$ cat src/rtl/ldrep_pkg.sv
package ldrep_pkg;
  localparam int RIDX_W = 5;
  localparam int GIDX_W = 4;
  localparam int MAX_REG = 31;
  localparam logic [GIDX_W-1:0] GR_SP = 4'd13;
  localparam logic [GIDX_W-1:0] GR_PC = 4'd15;

  typedef enum logic [1:0] {WB_NONE = 2'd0, WB_IMM = 2'd1, WB_OFF = 2'd2, WB_BAD = 2'd3} wb_mode_e;

  typedef enum logic [2:0] {
    ST_IDLE, ST_EVAL, ST_REQ, ST_RSP, ST_WR, ST_FIN
  } seq_state_e;

  typedef struct packed {
    logic [1:0]        cnt;
    logic [1:0]        esize;
    logic              stride;
    logic              pair;
    logic [RIDX_W-1:0] dreg;
    logic [2:0]        hint;
    wb_mode_e          wb;
    logic [GIDX_W-1:0] bidx;
    logic [GIDX_W-1:0] oidx;
  } op_cfg_t;
endpackage

$ cat src/rtl/ldrep_decode.sv
module ldrep_decode
  import ldrep_pkg::*;
(
  input  op_cfg_t    cfg,
  input  logic [3:0] base_lo,
  output logic       illegal,
  output logic       misaligned,
  output logic [1:0] elem_lg
);
  localparam int LAST_W = RIDX_W + 2;

  logic              hint_ok;
  logic [LAST_W-1:0] span;
  logic [LAST_W-1:0] last_reg;
  logic [2:0]        align_lg;
  logic [4:0]        align_mask;

  always_comb begin
    hint_ok = (cfg.hint == 3'd0);
    unique case (cfg.cnt)
      2'd0: hint_ok = hint_ok || (cfg.esize == 2'd1 && cfg.hint == 3'd2)
                              || (cfg.esize == 2'd2 && cfg.hint == 3'd3);
      2'd1: hint_ok = hint_ok || (cfg.esize != 2'd3 && cfg.hint == {1'b0, cfg.esize} + 3'd1);
      2'd2: hint_ok = hint_ok;
      default: hint_ok = hint_ok || (cfg.esize == 2'd0 && cfg.hint == 3'd3)
                                 || (cfg.esize == 2'd1 && cfg.hint == 3'd4)
                                 || (cfg.esize == 2'd2 && (cfg.hint == 3'd4 || cfg.hint == 3'd5));
    endcase
  end

  always_comb begin
    if (cfg.pair) span = LAST_W'(1);
    else if (cfg.stride) span = LAST_W'({cfg.cnt, 1'b0});
    else span = LAST_W'(cfg.cnt);
    last_reg = LAST_W'(cfg.dreg) + span;
  end

  assign illegal = (cfg.esize == 2'd3) || (cfg.wb == WB_BAD) || (cfg.bidx == GR_PC)
                || (cfg.wb == WB_OFF && (cfg.oidx == GR_SP || cfg.oidx == GR_PC))
                || (cfg.pair && cfg.cnt != 2'd0)
                || (last_reg > LAST_W'(MAX_REG))
                || !hint_ok;

  assign align_lg   = (cfg.hint == 3'd0) ? {1'b0, cfg.esize} : cfg.hint - 3'd1;
  assign align_mask = (5'd1 << align_lg) - 5'd1;
  assign misaligned = |(base_lo & align_mask[3:0]);
  assign elem_lg    = cfg.esize;
endmodule

$ cat src/rtl/ldrep_replicate.sv
module ldrep_replicate #(
  parameter int REG_W = 64,
  localparam int LANES = REG_W / 8
) (
  input  logic [31:0]      elem,
  input  logic [1:0]       esize,
  output logic [REG_W-1:0] lanes
);
  for (genvar j = 0; j < LANES; j++) begin : g_lane
    always_comb begin
      unique case (esize)
        2'd0:    lanes[j*8 +: 8] = elem[7:0];
        2'd1:    lanes[j*8 +: 8] = elem[(j % 2)*8 +: 8];
        default: lanes[j*8 +: 8] = elem[(j % 4)*8 +: 8];
      endcase
    end
  end

  always_comb begin
    if (esize == 2'd0)
      AST_LANE_COPY: assert (lanes[REG_W-1 -: 8] == lanes[7:0]);
  end
endmodule

$ cat src/rtl/ldrep_unit.sv
module ldrep_unit
  import ldrep_pkg::*;
#(
  parameter int ADDR_W = 32,
  parameter int REG_W  = 64
) (
  input  logic              clk,
  input  logic              rst_n,
  input  logic              start,
  input  logic [1:0]        op_count,
  input  logic [1:0]        op_esize,
  input  logic              op_stride,
  input  logic              op_pair,
  input  logic [4:0]        op_dreg,
  input  logic [2:0]        op_hint,
  input  logic [1:0]        op_wb,
  input  logic [3:0]        base_idx,
  input  logic [3:0]        off_idx,
  input  logic [ADDR_W-1:0] base_addr,
  input  logic [ADDR_W-1:0] off_val,
  output logic              mem_req_valid,
  input  logic              mem_req_ready,
  output logic [ADDR_W-1:0] mem_req_addr,
  output logic [1:0]        mem_req_size,
  input  logic              mem_rsp_valid,
  output logic              mem_rsp_ready,
  input  logic [31:0]       mem_rsp_data,
  output logic              wr_valid,
  output logic [4:0]        wr_idx,
  output logic [REG_W-1:0]  wr_data,
  output logic              done,
  output logic              illegal,
  output logic              align_fault,
  output logic              base_wb_valid,
  output logic [ADDR_W-1:0] base_out
);
  seq_state_e        st_q;
  op_cfg_t           cfg_q;
  logic [ADDR_W-1:0] base_q, off_q, base_out_q;
  logic [31:0]       elem_q;
  logic [1:0]        k_q;
  logic              w_q;
  logic              dec_ill, dec_mis;
  logic [1:0]        elg;
  logic [4:0]        step;
  logic              last_write;

  ldrep_decode u_dec (
    .cfg(cfg_q), .base_lo(base_q[3:0]),
    .illegal(dec_ill), .misaligned(dec_mis), .elem_lg(elg)
  );

  ldrep_replicate #(.REG_W(REG_W)) u_rep (
    .elem(elem_q), .esize(cfg_q.esize), .lanes(wr_data)
  );

  assign last_write = !(cfg_q.pair && !w_q) && (k_q == cfg_q.cnt);

  always_ff @(posedge clk or negedge rst_n) begin
    if (!rst_n) begin
      st_q       <= ST_IDLE;
      cfg_q      <= '0;
      base_q     <= '0;
      off_q      <= '0;
      base_out_q <= '0;
      elem_q     <= '0;
      k_q        <= '0;
      w_q        <= 1'b0;
    end else begin
      unique case (st_q)
        ST_IDLE: if (start) begin
          cfg_q  <= '{cnt: op_count, esize: op_esize, stride: op_stride, pair: op_pair,
                     dreg: op_dreg, hint: op_hint, wb: wb_mode_e'(op_wb),
                     bidx: base_idx, oidx: off_idx};
          base_q <= base_addr;
          off_q  <= off_val;
          k_q    <= '0;
          w_q    <= 1'b0;
          st_q   <= ST_EVAL;
        end
        ST_EVAL: st_q <= (dec_ill || dec_mis) ? ST_IDLE : ST_REQ;
        ST_REQ:  if (mem_req_ready) st_q <= ST_RSP;
        ST_RSP:  if (mem_rsp_valid) begin
          elem_q <= mem_rsp_data;
          st_q   <= ST_WR;
        end
        ST_WR: begin
          if (cfg_q.pair && !w_q) begin
            w_q <= 1'b1;
          end else if (last_write) begin
            st_q <= ST_FIN;
            if (cfg_q.wb == WB_IMM)
              base_out_q <= base_q + (ADDR_W'({1'b0, cfg_q.cnt} + 3'd1) << elg);
            else if (cfg_q.wb == WB_OFF)
              base_out_q <= base_q + off_q;
          end else begin
            k_q  <= k_q + 2'd1;
            st_q <= ST_REQ;
          end
        end
        default: st_q <= ST_IDLE;
      endcase
    end
  end

  always_comb begin
    if (cfg_q.pair) step = {4'b0, w_q};
    else if (cfg_q.stride) step = {2'b0, k_q, 1'b0};
    else step = {3'b0, k_q};
  end

  assign mem_req_valid = (st_q == ST_REQ);
  assign mem_req_addr  = base_q + (ADDR_W'(k_q) << elg);
  assign mem_req_size  = elg;
  assign mem_rsp_ready = (st_q == ST_RSP);
  assign wr_valid      = (st_q == ST_WR);
  assign wr_idx        = cfg_q.dreg + step;
  assign illegal       = (st_q == ST_EVAL) && dec_ill;
  assign align_fault   = (st_q == ST_EVAL) && !dec_ill && dec_mis;
  assign done          = (st_q == ST_FIN) || illegal || align_fault;
  assign base_wb_valid = (st_q == ST_FIN) && (cfg_q.wb != WB_NONE);
  assign base_out      = base_out_q;

  AST_REQ_HOLD: assert property (@(posedge clk) disable iff (!rst_n)
    mem_req_valid && !mem_req_ready |=> mem_req_valid && $stable(mem_req_addr));
  AST_REJECT_QUIET: assert property (@(posedge clk) disable iff (!rst_n)
    (illegal || align_fault) |=> !mem_req_valid && !wr_valid);
  AST_FLAG_EXCL: assert property (@(posedge clk) disable iff (!rst_n)
    $onehot0({illegal, align_fault, base_wb_valid}));
  AST_DONE_PULSE: assert property (@(posedge clk) disable iff (!rst_n)
    done |=> !done);
  AST_WB_AT_DONE: assert property (@(posedge clk) disable iff (!rst_n)
    base_wb_valid |-> done);
  AST_NO_WB_STABLE: assert property (@(posedge clk) disable iff (!rst_n)
    (done && !base_wb_valid) |-> $stable(base_out));
endmodule

$ cat config.mk
export PLATFORM = sky130hd
export DESIGN_NAME = ldrep_unit
export DESIGN_NICKNAME = d
export VERILOG_FILES = /design/src/rtl/ldrep_pkg.sv /design/src/rtl/ldrep_decode.sv /design/src/rtl/ldrep_replicate.sv /design/src/rtl/ldrep_unit.sv
export SDC_FILE = /design/constraint.sdc
export NUM_CORES = 1
export LEC_CHECK = 0
export ABC_CLOCK_PERIOD_IN_PS = 4500
export BUFFER_PORTS_ARGS = -buffer_cell sky130_fd_sc_hd__buf_2
export CORE_MARGIN = 2
export CORE_UTILIZATION = 50
export CTS_CLUSTER_DIAMETER = 150
export DETAILED_ROUTE_END_ITERATION = 6
export HOLD_SLACK_MARGIN = 0.12
export PLACE_DENSITY = 0.76
export SLEW_MARGIN = 20
export SYNTH_ARGS = -nofsm -noshare
export SYNTH_HDL_FRONTEND = slang
export SYNTH_SLANG_ARGS = --single-unit
$ cat constraint.sdc
create_clock -name clk -period 4.5 [get_ports clk]
set_input_delay 0.225 -clock clk [delete_from_list [all_inputs] [get_ports clk]]
set_output_delay 0.225 -clock clk [all_outputs]
set_load 0.01 [all_outputs]
==> qor.csv, run 1 <==
metric,value,unit
Tcrit/Tclk final,0.915,
NumNets Final,1546,
clk slew on worst S/H paths,0.07,ns
fin cells,1641,
CTS Buffer Depth,2,
Syn Area/Cell,9.87,µm²
Slew Limit Fails,0,
post-cts gate resize count,0,
I/O Buffers,265,
# clock sinks,157,
core box area,20100,µm²
Hold Buf Count CTS,121,
CP top delay family,compound AO/OA/AOI/OAI gates,
# IOs,267,
Layout area overhead,29.5,%
final hold vios,0,
Yosys cell types,71,
floorplan row count,52,
worst relative slew slack,0.433,
worst setup margin,0.383,ns
total negative slack,0,ns
pwr dens,786,nW/µm²
Final Skew,0.0143,ns
startpoint class of the critical path,flop,
Worst-Skew Late Latency,0.43,ns
Fillers,1559,
worst path bufs/invs,2,
Slew @ Worst Pin,0.847,ns
Post-Place Cells,1487,
CTS tree,built,
RePlAce Congestion,0.878,
warnings from Yosys,0,
R2R depth,13,
Hold Path End,st_q[1],
DP Wirelength,20400,µm
"Net Count, Synth",1219,
Hold Worst Slack,0.187,ns
share of layout cells above drive strength 1,0.328,
synthesized cell area,10200,µm²
Critical Path Fanout Max,13,
Fmax achieved,243,MHz
drt drc,0,
cts bufs inserted,17,
required time of the critical path,4.28,ns
Die ar.,21500,µm²
antenna violations before repair,1,
vias in the first global route,8891,
RSZ-0062 raised after global routing,false,
dominant synthesized flop cell,dfrtp_1,
first-pass GRT wire length,45900,µm
CP cell instances,clkinv_1 > nand3_1 > o21ai_0 > ha_1 > nor2b_1 > o21ai_0 > a21boi_0 > o21a_2 > and2_1 > nand4_1 > xnor2_1 > buf_2,
DRT iter0 DRCs,541,
HP Class,primary input to flop,
sequential area share after synthesis,0.386,
setup violators final,0,
DR pass1 iterations,5,
clock period minus final worst setup slack,4.12,ns
root buffer cell,clkbuf_16,
"commonest cells after routing, fill and taps aside","264 x buf_2, 157 x dfrtp_1, 121 x dlygate4sd3_1",
largest net degree at the start of global routing,70,
routed vias,8968,
Post-synth EDFFs,0,
reg2reg end,base_out[28],
Tot GR Track Use,0.269,
status,"finished, final reports clean",
DR vias/cell,5.46,
Hold Startpoint,start,
Hold Path Depth,4,
crit path DAT,3.89,ns
WS Path Type,flop to output pin,
Critical Path Most Common Cell,o21ai_0,
die width,147,µm
pre-CTS setup slack,0.853,ns
Antenna Nets Post-Route,0,
CP max stage delay,0.66,ns
RR Startpoint,cfg_q[21],
DIE HEIGHT,147,µm
fraction of registers with async set/reset,1.00,
Critical Path Stages,12,
postcts setup bufs,0,
Synth Register Bits,157,
maximum VDD drop,0.000447,V
Max-Cap Viols,0,
Cells after Synth,1030,
"commonest non-fill, non-tap cell in the layout",buf_2,
Post-Route WL,29200,µm
wire length per cell,17.8,µm
Initial Util,0.506,
Pleak,6.36,nW
GRT overflow,0,
capturing element type of the critical path,output pin,
slowest cell on the critical path,dfrtp_1,
H-tree depth,4,
flop-to-flop setup slack,0.79,ns
## power breakdown
part           leakage, nW  switching (mW)  internal [mW]
logic                 4.13            3.49           2.76
clock network        0.271           0.660          0.733
registers             1.96           0.665           2.05
## Yosys cell counts, types with 4 or more instances
master,count,area share
and2_1,11,0.0068
o21bai_1,4,0.0030
a22oi_1,9,0.0066
mux2_2,119,0.13
dfrtp_1,157,0.39
o21ai_0,62,0.031
clkbuf_1,24,0.0089
nand2_1,107,0.040
a21boi_0,5,0.0037
buf_1,4,0.0015
nor2_1,37,0.014
nand4_1,16,0.0098
nor3b_1,4,0.0030
a31oi_1,8,0.0049
and3_1,10,0.0062
o21ai_1,4,0.0020
a21oi_1,32,0.016
xor2_1,17,0.015
o21a_1,5,0.0037
o22ai_1,5,0.0031
nor2b_1,35,0.022
o211ai_1,5,0.0037
ha_1,61,0.075
inv_1,35,0.013
nor3_1,21,0.010
a21oi_2,5,0.0043
buf_4,44,0.032
a211oi_1,5,0.0037
xnor2_1,41,0.035
nand2b_1,9,0.0055
nand3_1,29,0.014
buf_2,15,0.0074
mux2i_1,14,0.014
a21o_1,15,0.011
## worst max path at each step
stage,slack (ns),from,endpoint
5_1_grt,0.07,cfg_q[20],mem_req_addr[25]
2_1_floorplan,1.16,cfg_q[9],base_out[28]
3_3_place_gp,0.97,cfg_q[21],base_out[28]
3_5_place_dp,0.85,cfg_q[20],base_out[28]
4_1_cts,0.40,cfg_q[20],mem_req_addr[30]
6_report,0.38,cfg_q[20],mem_req_addr[30]
## sequential cells by signal, summed over array words and instances (netlist names)
| register | count |
|---|---|
| base_out | 32 |
| base_q | 32 |
| elem_q | 32 |
| st_q | 3 |
| k_q | 2 |
| w_q | 1 |
| off_q | 32 |
| cfg_q | 23 |
## worst reg2reg max path, stage by stage (launching register included)
cell	delay, ns
dfrtp_1	0.53
clkinv_1	0.35
mux2i_1	0.30
nor2_1	0.06
a31oi_1	0.16
a21oi_1	0.10
ha_1	0.38
a211oi_2	0.30
nor2_1	0.14
o31ai_4	0.33
a21oi_2	0.14
a21oi_2	0.34
nor3_1	0.09
or3b_1	0.36
## through the flow
stage | power [mW] | instance area [µm²] | utilization
2_1_floorplan | 7.20 | 10200 | -
5_1_grt | 11.1 | 13200 | 0.655
3_3_place_gp | 8.62 | 11400 | 0.567
6_report | 10.3 | 13200 | 0.655
3_5_place_dp | 8.76 | 11400 | 0.567
4_1_cts | 10.3 | 13200 | 0.655
## logic make-up (layout without fill, tap and decap cells)
kind of cell | after synthesis | count (layout) | synth area share
AOI/OAI and AO/OA | 195 | 195 | 0.127
xor gates and xnor gates | 58 | 58 | 0.0500
adders and majority gates | 64 | 64 | 0.0810
buffers and inverters | 126 | 466 | 0.0653
DFF | 157 | 157 | 0.386
muxes | 133 | 133 | 0.146
other | 0 | 1 | 0
and+or+nand+nor | 297 | 297 | 0.144
## final cells by class
cell class / count / area (µm²) / area share
tap: 270 / 338 / 0.0257
sequential: 157 / 3930 / 0.298
timing repair buffer: 396 / 2620 / 0.199
clock buffer: 19 / 433 / 0.0329
antenna: 1 / 2.50 / 0.000190
multi-input combinational: 747 / 5580 / 0.424
inverter: 38 / 143 / 0.0108
clock inverter: 13 / 123 / 0.00931
## routing by layer
| metal | vias up | wire length, µm | global-route usage |
|---|---|---|---|
| li1 | 4259 | - | - |
| met4 | 0 | 756 | 0.0917 |
| met1 | 4281 | 12400 | 0.342 |
| met3 | 60 | 1840 | 0.0600 |
| met5 | - | 0 | 0 |
| met2 | 368 | 14200 | 0.456 |
Note: power is estimated with default switching activity, not from simulation.
==> inputs of run 2 (changes only) <==
RECOVER_POWER = 100   (was unset)
==> qor.csv, run 2 (synthesis gave the netlist of run 1 again) <==
metric,value,unit,change
Placed Area,11400,µm²,unchanged
GRT overflow,0,,unchanged
DRT iter0 DRCs,556,,was 541
share of layout cells above drive strength 1,0.217,,was 0.328
floorplan row count,52,,unchanged
DIE HEIGHT,147,µm,unchanged
CP top delay family,compound AO/OA/AOI/OAI gates,,unchanged
Antenna Nets Post-Route,0,,unchanged
Initial Util,0.506,,unchanged
CP cell instances,clkinv_1 > mux2i_1 > nor2_1 > a31oi_1 > a21oi_1 > ha_1 > a211oi_1 > nor2_1 > o31ai_1 > a31oi_1 > a21oi_1 > nor4_1 > or3_1,,was clkinv_1 > nand3_1 > o21ai_0 > ha_1 > nor2b_1 > o21ai_0 > a21boi_0 > o21a_2 > and2_1 > nand4_1 > xnor2_1 > buf_2
core box area,20100,µm²,unchanged
Post-Route WL,29100,µm,was 29200 µm
failing checks,"capacitance limit, slew limit",,
Total Power,10.1,mW,was 10.3 mW
HP Class,primary input to flop,,unchanged
RSZ-0062 raised after global routing,false,,unchanged
Fillers,1652,,was 1559
Worst-Skew Late Latency,0.43,ns,about the same
clock period minus final worst setup slack,4.20,ns,was 4.12 ns
RR Startpoint,cfg_q[21],,unchanged
CP max stage delay,0.56,ns,was 0.66 ns
status,finished with violations,,"was finished, final reports clean"
Critical Path Fanout Max,11,,was 13
startpoint class of the critical path,flop,,unchanged
RePlAce Congestion,0.878,,unchanged
clk slew on worst S/H paths,0.06,ns,was 0.07 ns
Pleak,5.91,nW,was 6.36 nW
DP Wirelength,20400,µm,unchanged
"commonest cells after routing, fill and taps aside","157 x dfrtp_1, 139 x buf_2, 131 x clkbuf_1",,"was 264 x buf_2, 157 x dfrtp_1, 121 x dlygate4sd3_1"
grt peak-use layer,met2,,unchanged
maximum VDD drop,0.000436,V,was 0.000447 V
met1 usage,0.342,,unchanged
postcts setup bufs,0,,unchanged
antenna violations before repair,1,,unchanged
Slew Limit Fails,175,,was 0
WS Path Type,flop to flop,,was flop to output pin
crit path DAT,4.50,ns,was 3.89 ns
largest net degree at the start of global routing,70,,unchanged
first-pass GRT wire length,45900,µm,unchanged
total negative slack,0,ns,unchanged
required time of the critical path,4.80,ns,was 4.28 ns
die width,147,µm,unchanged
R2R depth,13,,unchanged
Fmax achieved,238,MHz,was 243 MHz
Hold Worst Slack,0.193,ns,was 0.187 ns
flop-to-flop setup slack,0.30,ns,was 0.79 ns
Tot GR Track Use,0.269,,unchanged
drt drc,0,,unchanged
Hold Path Depth,4,,unchanged
routed vias,8948,,was 8968
worst path bufs/invs,1,,was 2
Final Cell Area,12900,µm²,was 13200 µm²
setup violators final,0,,unchanged
Slew @ Worst Pin,3.58,ns,was 0.847 ns
CTS Buffer Depth,2,,unchanged
I/O Buffers,265,,unchanged
Max-Cap Viols,3,,was 0
vias in the first global route,8891,,unchanged
pwr dens,782,nW/µm²,was 786 nW/µm²
# clock sinks,157,,unchanged
GR Layer Usage met2,0.456,,unchanged
Hold Startpoint,start,,unchanged
capturing element type of the critical path,flop,,was output pin
routing usage on met3,0.0600,,unchanged
worst relative slew slack,-1.39,,was 0.433
DR pass1 iterations,5,,unchanged
Die ar.,21500,µm²,unchanged
final hold vios,0,,unchanged
wire length per cell,17.8,µm,about the same
Hold Path End,st_q[1],,unchanged
# IOs,267,,unchanged
DR vias/cell,5.45,,was 5.46
"commonest non-fill, non-tap cell in the layout",dfrtp_1,,was buf_2
NumNets Final,1546,,unchanged
cts bufs inserted,17,,unchanged
Layout area overhead,27.2,%,was 29.5%
H-tree depth,4,,unchanged
root buffer cell,clkbuf_16,,unchanged
Final Skew,0.0138,ns,was 0.0143 ns
Tcrit/Tclk final,0.934,,was 0.915
reg2reg end,base_out[30],,was base_out[28]
slowest cell on the critical path,o31ai_1,,was dfrtp_1
CTS tree,built,,unchanged
==> run 2: worst reg2reg max path: stages, from the launching register on <==
cell and delay [ns]:
dfrtp_1 0.53, clkinv_1 0.36, mux2i_1 0.30, nor2_1 0.06, a31oi_1 0.15, a21oi_1 0.10, ha_1 0.37, a211oi_1 0.37
nor2_1 0.13, o31ai_1 0.56, a31oi_1 0.32, a21oi_1 0.35, nor4_1 0.09, or3_1 0.39
==> run 2: stage by stage <==
step	util	cells	worst slack (ns)
global route	0.643	1641	0.0400
detailed placement	0.567	1487	0.853
global placement	0.567	1487	0.967
finish	0.643	1641	0.297
floorplan	-	1030	1.16
CTS	0.655	1640	0.403
==> run 2: layout make-up <==
cell class | instances | area, µm² | share of cell area
tap | 270 | 338 | 0.0261
multi-input combinational | 747 | 5530 | 0.427
inverter | 38 | 143 | 0.0110
clock buffer | 19 | 433 | 0.0335
antenna | 1 | 2.50 | 0.000194
clock inverter | 13 | 123 | 0.00948
timing repair buffer | 396 | 2440 | 0.189
sequential | 157 | 3930 | 0.304
==> run 2: metal layers <==
| metal | share of wire | wire, µm |
|---|---|---|
| met1 | 0.42 | 12400 |
| met2 | 0.49 | 14300 |
| met3 | 0.063 | 1850 |
| met4 | 0.023 | 659 |
| met5 | 0 | 0 |
==> run 2: how the worst max path moves through the flow <==
stage              start               end  cells past startpoint  slack (ns)
2_1_floorplan   cfg_q[9]      base_out[28]                     14        1.16
4_1_cts        cfg_q[20]  mem_req_addr[30]                     13        0.40
5_1_grt        cfg_q[20]  mem_req_addr[30]                     12        0.04
3_3_place_gp   cfg_q[21]      base_out[28]                     13        0.97
6_report       cfg_q[21]      base_out[30]                     13        0.30
3_5_place_dp   cfg_q[20]      base_out[28]                     11        0.85
==> run 2: report_power, final <==
part           leakage, nW  internal [mW]  total [mW]  switching (mW)
Combinational         3.68           2.55        6.00            3.45
Clock                0.271          0.733        1.39           0.657
Sequential            1.96           2.05        2.71           0.668
==> run 2: what timing repair did <==
action,in CTS,in global routing
gates resized for setup,0,0
hold buffers,121,0
hold endpoints to repair,185,0
==> inputs of run 3 (changes only) <==
ABC_CLOCK_PERIOD_IN_PS = 4560   (was 4500)
CELL_PAD_IN_SITES_DETAIL_PLACEMENT = 0   (was unset)
CELL_PAD_IN_SITES_GLOBAL_PLACEMENT = 1   (was unset)
CORE_UTILIZATION = 41   (was 50)
CTS_BUF_LIST = sky130_fd_sc_hd__clkbuf_8 sky130_fd_sc_hd__clkbuf_16   (was unset)
PLACE_DENSITY = unset   (was 0.76)
PLACE_DENSITY_LB_ADDON = 0.1   (was unset)
clock period = 4.56 ns   (was 4.5 ns; I/O delays follow)
==> qor.csv, run 3 (synthesis gave the netlist of run 1 again) <==
metric,value,unit,change
HP Class,primary input to flop,,unchanged
worst relative slew slack,-0.411,,was -1.39
failing checks,"capacitance limit, slew limit",,unchanged
clock period minus final worst setup slack,4.21,ns,
floorplan row count,57,,was 52
Post-Route WL,28500,µm,was 29100 µm
Die ar.,26100,µm²,was 21500 µm²
Util after Layout,0.536,,was 0.643
crit path DAT,3.98,ns,was 4.50 ns
core box area,24300,µm²,was 20100 µm²
final hold vios,0,,unchanged
Tot GR Track Use,0.219,,was 0.269
root buffer cell,clkbuf_16,,unchanged
DRT iter0 DRCs,427,,was 556
Max-Cap Viols,3,,unchanged
routed vias,8573,,was 8948
"commonest non-fill, non-tap cell in the layout",dfrtp_1,,unchanged
Layout area overhead,28.1,%,was 27.2%
DR pass1 iterations,4,,was 5
required time of the critical path,4.33,ns,was 4.80 ns
RePlAce Congestion,0.851,,was 0.878
Total Power,10.0,mW,was 10.1 mW
CTS tree,built,,unchanged
first-pass GRT wire length,45200,µm,was 45900 µm
startpoint class of the critical path,flop,,unchanged
Fmax achieved,238,MHz,
Tcrit/Tclk final,0.922,,
Pleak,5.91,nW,about the same
DP Wirelength,21300,µm,was 20400 µm
vias in the first global route,8563,,was 8891
# clock sinks,157,,unchanged
WS Path Type,flop to output pin,,was flop to flop
Hold Path Depth,4,,unchanged
maximum VDD drop,0.000340,V,was 0.000436 V
total negative slack,0,ns,unchanged
H-tree depth,4,,unchanged
NumNets Final,1547,,was 1546
CTS Buffer Depth,2,,unchanged
DIE HEIGHT,161,µm,was 147 µm
Worst-Skew Late Latency,0.43,ns,about the same
pwr dens,769,nW/µm²,was 782 nW/µm²
antenna cells,0,,was 1
status,finished with violations,,unchanged
fin cells,1695,,was 1641
Initial Util,0.418,,was 0.506
share of layout cells above drive strength 1,0.222,,was 0.217
Post-Place Cells,1541,,was 1487
# IOs,267,,unchanged
DR vias/cell,5.06,,was 5.45
capturing element type of the critical path,output pin,,was flop
Antenna Nets Post-Route,0,,unchanged
"commonest cells after routing, fill and taps aside","157 x dfrtp_1, 139 x buf_2, 129 x clkbuf_1",,"was 157 x dfrtp_1, 139 x buf_2, 131 x clkbuf_1"
I/O Buffers,265,,unchanged
clk slew on worst S/H paths,0.07,ns,was 0.06 ns
GRT overflow,0,,unchanged
Final Skew,0.0149,ns,was 0.0138 ns
antenna violations before repair,0,,was 1
Slew Limit Fails,151,,was 175
Hold Worst Slack,0.204,ns,was 0.193 ns
setup violators final,0,,unchanged
die width,161,µm,was 147 µm
RSZ-0062 raised after global routing,false,,unchanged
drt drc,0,,unchanged
cts bufs inserted,17,,unchanged
largest net degree at the start of global routing,86,,was 70
Slew @ Worst Pin,2.12,ns,was 3.58 ns
R2R depth,12,,was 13
Critical Path Fanout Max,13,,was 11
wire length per cell,16.8,µm,was 17.8 µm
post-cts gate resize count,0,,unchanged
run 3: cell types whose count changed in the layout (fill, tap and decap cells not counted), moves of 2 or more:
cell      previous run  this run
clkbuf_2             2         6
buf_4                5         2
clkbuf_1           131       129
clkinv_2             0         2
clkinv_4             3         1
inv_8                4         2
mux2_1              12        10
mux2_2             107       109
o21ai_0             65        63
o21ai_1              1         3
run 3: metal layers:
metal | track usage | wire length [µm] | up-vias
li1 | - | - | 4248
met1 | 0.285 | 13100 | 4093
met2 | 0.378 | 13700 | 213
met3 | 0.0452 | 1550 | 19
met4 | 0.0463 | 244 | 0
met5 | 0 | 0 | -
run 3: metrics by stage:
step                instance area, µm²  setup slack, ns
finish                           13000            0.355
global route                     13000           0.0999
CTS                              13300            0.369
detailed placement               11500            0.718
global placement                 11500            0.762
floorplan                        10200             1.22
run 3: area by class of cell:
type                       instances  area [µm²]
inverter                          38         143
clock inverter                    14         134
clock buffer                      18         439
tap                              324         405
sequential                       157        3930
multi-input combinational        747        5540
timing repair buffer             397        2440
fill                            2298       11300
run 3: final timing paths:
kind                             start               end  slack, ns
max in group asynchronous        rst_n        elem_q[28]       1.67
hold / removal                   start           st_q[1]       0.20
setup reg to reg              cfg_q[9]      base_out[25]       0.38
hold reg to reg            base_out[7]       base_out[7]       0.48
min in group asynchronous        rst_n       base_out[3]       0.96
setup / recovery             cfg_q[20]  mem_req_addr[22]       0.35
run 3: what timing repair did:
action                                 CTS  global route
hold buffers                           121             0
setup endpoints to repair                0             0
endpoints found under the hold margin  201             0
buffers inserted                         0             0
run 3: worst max-delay path, cell delays in order, from the launching register on:
cell	delay (ns)
dfrtp_1	0.62
clkinv_1	0.36
nand3_1	0.17
o21ai_0	0.10
ha_1	0.34
nor2b_1	0.14
o21ai_0	0.11
a21boi_0	0.41
o21a_1	0.31
and2_1	0.44
nand3_1	0.15
xnor2_1	0.21
clkbuf_1	0.20
run 3: report_power, final:
| part | switching, mW | total (mW) | internal, mW |
|---|---|---|---|
| Clock | 0.645 | 1.43 | 0.780 |
| Combinational | 3.43 | 5.95 | 2.52 |
| Sequential | 0.616 | 2.63 | 2.02 |
| Total | 4.70 | 10.0 | 5.32 |
